--- src/rtl/oc5_unit.sv ---
module oc5_unit #(
  parameter int ADDR_W    = 4,
  parameter int NCH       = 5,
  parameter int CW        = 16,
  parameter int MASK_ADDR = 10,
  parameter int FLAG_ADDR = 11
) (
  input  logic              clk,
  input  logic              rst_n,
  input  logic [ADDR_W-1:0] bus_addr,
  input  logic              bus_wr,
  input  logic [7:0]        bus_wdata,
  output logic [7:0]        bus_rdata,
  input  logic [CW-1:0]     cnt_value,
  input  logic              cnt_new,
  output logic [NCH-1:0]    flag_o,
  output logic              irq_o
);
  localparam int HB = CW - 8;

  logic [CW-1:0]  cmp_q [NCH];
  logic [NCH-1:0] en_q, flg_q, hit, clr;

  wire flag_wr = bus_wr && bus_addr == ADDR_W'(FLAG_ADDR);
  wire mask_wr = bus_wr && bus_addr == ADDR_W'(MASK_ADDR);

  for (genvar c = 0; c < NCH; c++) begin : g_ch
    assign hit[c] = cnt_new && en_q[c] && cmp_q[c] == cnt_value;
    assign clr[c] = flag_wr && bus_wdata[7-c];

    always_ff @(posedge clk or negedge rst_n)
      if (!rst_n) begin
        cmp_q[c] <= '0;
        en_q[c]  <= 1'b0;
        flg_q[c] <= 1'b0;
      end else begin
        if (bus_wr && bus_addr == ADDR_W'(2*c))   cmp_q[c][CW-1:8] <= bus_wdata[HB-1:0];
        if (bus_wr && bus_addr == ADDR_W'(2*c+1)) cmp_q[c][7:0]    <= bus_wdata;
        if (mask_wr) en_q[c] <= bus_wdata[7-c];
        flg_q[c] <= hit[c] | (flg_q[c] & ~clr[c]);
      end

    AST_SET_NEEDS_MATCH: assert property (@(posedge clk) disable iff (!rst_n)
      $rose(flg_q[c]) |-> $past(cnt_new && en_q[c] && cmp_q[c] == cnt_value));
    AST_CLEAR_BY_ONE: assert property (@(posedge clk) disable iff (!rst_n)
      (flag_wr && bus_wdata[7-c] && !cnt_new) |=> !flg_q[c]);
  end

  always_comb begin
    bus_rdata = '0;
    for (int c = 0; c < NCH; c++) begin
      if (bus_addr == ADDR_W'(2*c))   bus_rdata = 8'(cmp_q[c][CW-1:8]);
      if (bus_addr == ADDR_W'(2*c+1)) bus_rdata = cmp_q[c][7:0];
      if (bus_addr == ADDR_W'(MASK_ADDR)) bus_rdata[7-c] = en_q[c];
      if (bus_addr == ADDR_W'(FLAG_ADDR)) bus_rdata[7-c] = flg_q[c];
    end
  end

  assign flag_o = flg_q;
  assign irq_o  = |(flg_q & en_q);

  AST_IDLE_NO_SET: assert property (@(posedge clk) disable iff (!rst_n)
    (en_q == '0) |=> ((flg_q & ~$past(flg_q)) == '0));
  AST_NO_STROBE_HOLD: assert property (@(posedge clk) disable iff (!rst_n)
    (!cnt_new && !flag_wr) |=> $stable(flg_q));
  AST_IRQ_NEEDS_FLAG: assert property (@(posedge clk) disable iff (!rst_n)
    irq_o |-> (flag_o != '0));
endmodule

--- config.mk ---
export PLATFORM = sky130hd
export DESIGN_NAME = oc5_unit
export DESIGN_NICKNAME = d
export VERILOG_FILES = /design/src/rtl/oc5_unit.sv
export SDC_FILE = /design/constraint.sdc
export NUM_CORES = 1
export LEC_CHECK = 0
export BUFFER_PORTS_ARGS = -buffer_cell sky130_fd_sc_hd__buf_4
export CAP_MARGIN = 15
export CORE_ASPECT_RATIO = 1.75
export CORE_MARGIN = 2
export CORE_UTILIZATION = 25
export CTS_CLUSTER_DIAMETER = 60
export CTS_CLUSTER_SIZE = 8
export DETAILED_ROUTE_END_ITERATION = 16
export PLACE_DENSITY = 0.45
export REMOVE_ABC_BUFFERS = 1
export SYNTH_ARGS = -nofsm -noshare
export SYNTH_HDL_FRONTEND = slang
export SYNTH_SLANG_ARGS = --single-unit
--- constraint.sdc ---
create_clock -name clk -period 1.65 [get_ports clk]
set_clock_uncertainty 0.2 [all_clocks]
set_input_delay 0.2475 -clock clk [delete_from_list [all_inputs] [get_ports clk]]
set_output_delay 0.2475 -clock clk [all_outputs]
set_load 0.05 [all_outputs]
# Word-level counts from Yosys, hierarchy flattened
# Cells that the tools add are included.
dict set report totals {
  register_bits 90
  word_cells 101
  in_bits 32
  out_inout_bits 14
}
dict set report op_classes {
  n_mux 20
  eq_ne 16
  n_reduce_logical 29
  n_bitwise 16
}
# cell n
set ops {}
lappend ops {{$eq 16x16->1} 5}
lappend ops {{$mux 8} 10}
lappend ops {{$logic_and 1x1->1} 27}
lappend ops {{$eq 4x3->1 const B} 4}
lappend ops {{$eq 4x4->1 const B} 4}
lappend ops {{$mux 1} 10}
lappend ops {{$eq 4x2->1 const B} 2}
lappend ops {{$and 1x1->1} 5}
lappend ops {{$and 5x5->5} 1}
lappend ops {{$not 1->1} 5}
lappend ops {{$or 1x1->1} 5}
lappend ops {{$reduce_or 5->1} 1}
lappend ops {{$eq 4x1->1 const B} 1}
lappend ops {{$logic_not 4->1} 1}

# Longest topological paths before layout
dict set report logic_depth {
  word_depth 21
  ltp_mapped 7
  ltp_nobuf 5
}

# Worst setup path after synthesis
# Ideal clock, no wire load.
dict set report synth_timing {
  path_kind {register to output}
  startpoint {register flg_q[2] (netlist: flag_o[2])}
  endpoint {output bus_rdata[5]}
  path_stages_with_launch 5
  n_path_buf 0
  t_required_ps 1202
  arrival_time_ps 2044
  slack_ps -842
  cell_sequence {dfrtp_1 > nand3b_1 > o41ai_1 > a221o_2 > a31oi_1}
}
dict set report synth_between {
  elab_chain_len 5
}
# element line_no
set synth_lines {}
lappend synth_lines {{start, declared} 22} ;# logic [NCH-1:0] en_q, flg_q, hit, clr;
lappend synth_lines {{start signal, assigned by index} 40} ;# flg_q[c] <= hit[c] | (flg_q[c] & ~clr[c]);
lappend synth_lines {{$mux 1} 55} ;# if (bus_addr == ADDR_W'(FLAG_ADDR)) bus_rdata[7-c] = flg_q[c];
lappend synth_lines {{$mux 8} 52} ;# if (bus_addr == ADDR_W'(2*c)) bus_rdata = 8'(cmp_q[c][CW-1:8]);
lappend synth_lines {{$mux 8} 53} ;# if (bus_addr == ADDR_W'(2*c+1)) bus_rdata = cmp_q[c][7:0];
lappend synth_lines {{$mux 8} 52}
lappend synth_lines {{$mux 8} 53}
lappend synth_lines {{end, declared} 13} ;# output logic [7:0] bus_rdata,
# Every way passes these cells.

# Worst setup path in the final report
dict set report layout_timing {
  startpoint {register cmp_q[71] (netlist bit)}
  endpoint {output bus_rdata[7]}
}
dict set report layout_between {
  elab_chain_len 11
}
# element line_no
set layout_lines {}
lappend layout_lines {{start, declared} 21} ;# logic [CW-1:0] cmp_q [NCH];
lappend layout_lines {{start signal, assigned by index} 37} ;# if (bus_wr && bus_addr == ADDR_W'(2*c)) cmp_q[c][CW-1:8] <= bus_wdata[HB-1:0];
lappend layout_lines {{start signal, assigned by index} 38} ;# if (bus_wr && bus_addr == ADDR_W'(2*c+1)) cmp_q[c][7:0] <= bus_wdata;
lappend layout_lines {{$mux 8} 53}
lappend layout_lines {{$mux 1} 54} ;# if (bus_addr == ADDR_W'(MASK_ADDR)) bus_rdata[7-c] = en_q[c];
lappend layout_lines {{$mux 1} 55}
lappend layout_lines {{$mux 8} 52}
lappend layout_lines {{$mux 8} 53}
lappend layout_lines {{$mux 8} 52}
lappend layout_lines {{$mux 8} 53}
lappend layout_lines {{$mux 8} 52}
lappend layout_lines {{$mux 8} 53}
lappend layout_lines {{$mux 8} 52}
lappend layout_lines {{$mux 8} 53}
# Every way passes these cells.

==> results_dict.tcl <==
set metrics [dict create \
    status "finished, violations left" \
    violations "negative setup slack" \
    insertedDiodeCount 0 \
    cpPeakStageDelay_ns 0.43 \
    multi_input_area_sq_um 3089 \
    htreeDepth 3 \
    synthArstFlopShare_pct 100.0 \
    rsz0062_at_grt "true" \
    numCtsBuffers 9 \
    max_slew.worst_pin.slew_ns 0.5293 \
    p_seq_share_pct 36.8 \
    gp_congestion 0.9101 \
    std_cell_rows 71 \
    nNetsFinal 687 \
    slew_headroom_pct 64.71 \
    r2r_cells 6 \
    slowest_stage "a2111oi_2" \
    fin_crit_ns 2.283 \
    synth_top_area_share_pct 41.75 \
    fin_ws_ns -0.6331 \
    placed_area_sq_um 6907 \
    cts_tree "yes" \
    power.leakage_nw 3.529 \
    endpoint_kind "output pin" \
    drv_slew 0 \
    post-place-ws_ns -0.6805 \
    ys_types 58 \
    fin_crit_sh_pct 138.4 \
    cp.arrival_ns 1.84 \
    final_area_sq_um 7691 \
    grt_pass1_wl_um 31260 \
    p_per_area_nw_per_um2 1073 \
    finalSetupViolations 9 \
    p_sw_share_pct 32.79 \
    hold_viol_final 0 \
    fp.dieArea_sq_um 22810 \
    p_int_w 0.005548 \
    syn_area_per_cell_sq_um 11.08 \
    path_cells "nor2b_1, o22ai_1, a2111oi_2, a211oi_2, o21ai_2, buf_6" \
    grt_use_total_pct 19.28 \
    cts.path.max_buffers 2 \
    crit_path_max_fanout 2 \
    clkPwrFrac_pct 27.7 \
    clk_pin_slew_ns 0.07 \
    routed_wl_um 21230 \
    hold-worst-slack_ns 0.01975 \
    syn_to_final_growth_pct 42.59 \
    fill_cells 2120 \
    critPathRequiredTime_ns 1.20 \
    clkSinkCount 90 \
    r2r-end "flag_o[1]" \
    cap_violations 0 \
    min-delay-path-class "input pin to register" \
    hpwl_um 16460 \
    ir_drop_mv 0.6254 \
    cts-root-buf "clkbuf_16" \
    synth_enable_flop_cells 0 \
    antenna_found_initial 0 \
    critPathBufInv 1 \
    syn_area_sq_um 5394 \
    p_switching_w 0.002707 \
    max_freq_mhz 438.0 \
    wire_per_inst_um 23.20 \
    clock_latency_ns 0.35 \
    drtAntennaViolNets 0 \
    route.detailed.drc 0 \
    regArea_sq_um 2252 \
    yosys_most_used_dff "dfrtp_1" \
    synth-seq-area-share_pct 41.75 \
    drive_above_1_share_pct 49.09 \
    crit_family "compound AO/OA/AOI/OAI gates" \
    grt_max_degree 91 \
    drt_iter0_drc 221 \
    netlist_instances 487 \
    start_kind "register" \
    fp.coreArea_sq_um 21320 \
    whs_path_depth 2 \
    critPathKind "register to output pin" \
    die_h_um 198.3 \
    routed-via-count 4549 \
    via_per_inst 4.972 \
    synth-seq-cells 90 \
    synth_area_leaders "dfrtp_1 42%, mux2_2 13%, xor2_1 12%" \
    yosysWarnings 0 \
    reg2reg_from "cmp_q[63]" \
    grt_pass1_vias 4952 \
    hold-path-endpoint "cmp_q[33]" \
    hp-start "bus_wdata[1]" \
    io_pins 46 \
    port_buffers 45 \
    die_x_um 115.0 \
    yosysTopAreaCell "dfrtp_1" \
    pwr-share-comb_pct 35.5 \
    initial_core_util_pct 25.30 \
    grt_overflow 0 \
    firstDrtPassIters 4 \
    rrSetupSlack_ns 0.02 \
]
-- how the worst max path moves through the flow --
stage,from,to,depth (start not counted)
2_1_floorplan,flag_o[2],bus_rdata[5],4
3_3_place_gp,bus_addr[3],bus_rdata[7],9
6_report,cmp_q[71],bus_rdata[7],6
5_1_grt,cmp_q[71],bus_rdata[7],6
3_5_place_dp,bus_addr[3],bus_rdata[7],9
4_1_cts,cmp_q[71],bus_rdata[7],6
-- cell usage in the layout, fill, tap and decap left out, types with 11 or more instances in the layout --
master / instances
buf_4: 157
buf_6: 21
dfrtp_1: 90
mux2_2: 50
mux2_4: 14
mux2i_1: 11
nand2_1: 35
o21ai_0: 29
o21ai_1: 13
xor2_1: 74
-- cell type report --
type                       count  area share [%]
clock buffer                  11           3.156
clock inverter                 5           1.009
inverter                       8          0.3904
multi-input combinational    351           40.17
sequential                    90           29.28
tap                          255           4.148
timing repair buffer         195           21.85
-- cells by family (layout without fill, tap and decap cells) --
kind of cell / Yosys count / after routing / share of synthesized area [%]
simple gates: 105 / 105 / 11.78
flops: 90 / 90 / 41.75
compound gates: 83 / 83 / 9.325
mux: 83 / 83 / 18.95
xor+xnor: 80 / 80 / 12.99
buf+inv: 46 / 219 / 5.196
-- worst register-to-register path, cell delays in order, from the launching register on --
cell and delay (ns):
dfrtp_1 0.40, buf_6 0.14, xor2_4 0.16, nor4_2 0.30
buf_4 0.17, nand3_4 0.07, o21ai_2 0.12
-- power groups by stage --
stage	registers, W	clock network [W]	logic [W]
floorplan	0.00304	0	0.00120
global placement	0.00305	0	0.00261
detailed placement	0.00308	0	0.00263
CTS	0.00304	0.00233	0.00280
global route	0.00310	0.00243	0.00311
finish	0.00304	0.00229	0.00293
-- cells in the mapped netlist (3+ instances only) --
| cell type | n |
|---|---|
| clkbuf_8 | 5 |
| nand4_1 | 6 |
| a21oi_1 | 8 |
| o21ai_0 | 36 |
| clkbuf_1 | 14 |
| inv_1 | 6 |
| xor2_1 | 75 |
| nor2_1 | 5 |
| buf_1 | 5 |
| o22ai_1 | 7 |
| buf_2 | 7 |
| nand2b_1 | 3 |
| nor3_1 | 9 |
| xnor2_1 | 5 |
| nand3_1 | 8 |
| nand3b_1 | 3 |
| dfrtp_1 | 90 |
| nand2_1 | 37 |
| nor4_1 | 15 |
| buf_6 | 6 |
| mux2i_1 | 11 |
| mux2_2 | 63 |
| a31oi_1 | 4 |
| mux4_2 | 6 |
| nor2_8 | 3 |
| o21ai_1 | 10 |
-- per-stage QoR --
stage	utilization, %	std cells	TNS (ns)	total power (W)
after floorplan	-	449	-4.472	0.004241
after global placement	32.39	883	-28.12	0.005662
after detailed placement	32.39	883	-29.17	0.005709
after CTS	35.27	914	-4.413	0.008171
after global routing	36.07	915	-4.830	0.008642
final	36.07	915	-4.170	0.008255
-- repair_timing --
action / CTS / global route
setup endpoints to repair: 24 / 26
setup buffers: 9 / 3
pin swaps: 23 / 20
endpoints found under the hold margin: 111 / 0
resized for setup: 40 / 39
hold buffers: 7 / 0
-- per-layer routing --
layer / part of all wire, % / vias to the layer above / GRT usage (%) / routed length (um)
li1: - / 2069 / - / -
met1: 37 / 2269 / 20.57 / 7800
met3: 3.4 / 57 / 2.204 / 718
met2: 53 / 154 / 34.62 / 11260
met4: 6.8 / 0 / 13.48 / 1447
met5: 0 / - / 0 / 0
-- sequential cells by signal, indices dropped and copies added, names as in the netlist --
register,cells
en_q,5
cmp_q,80
flag_o,5
(Power assumes the default switching activity.)
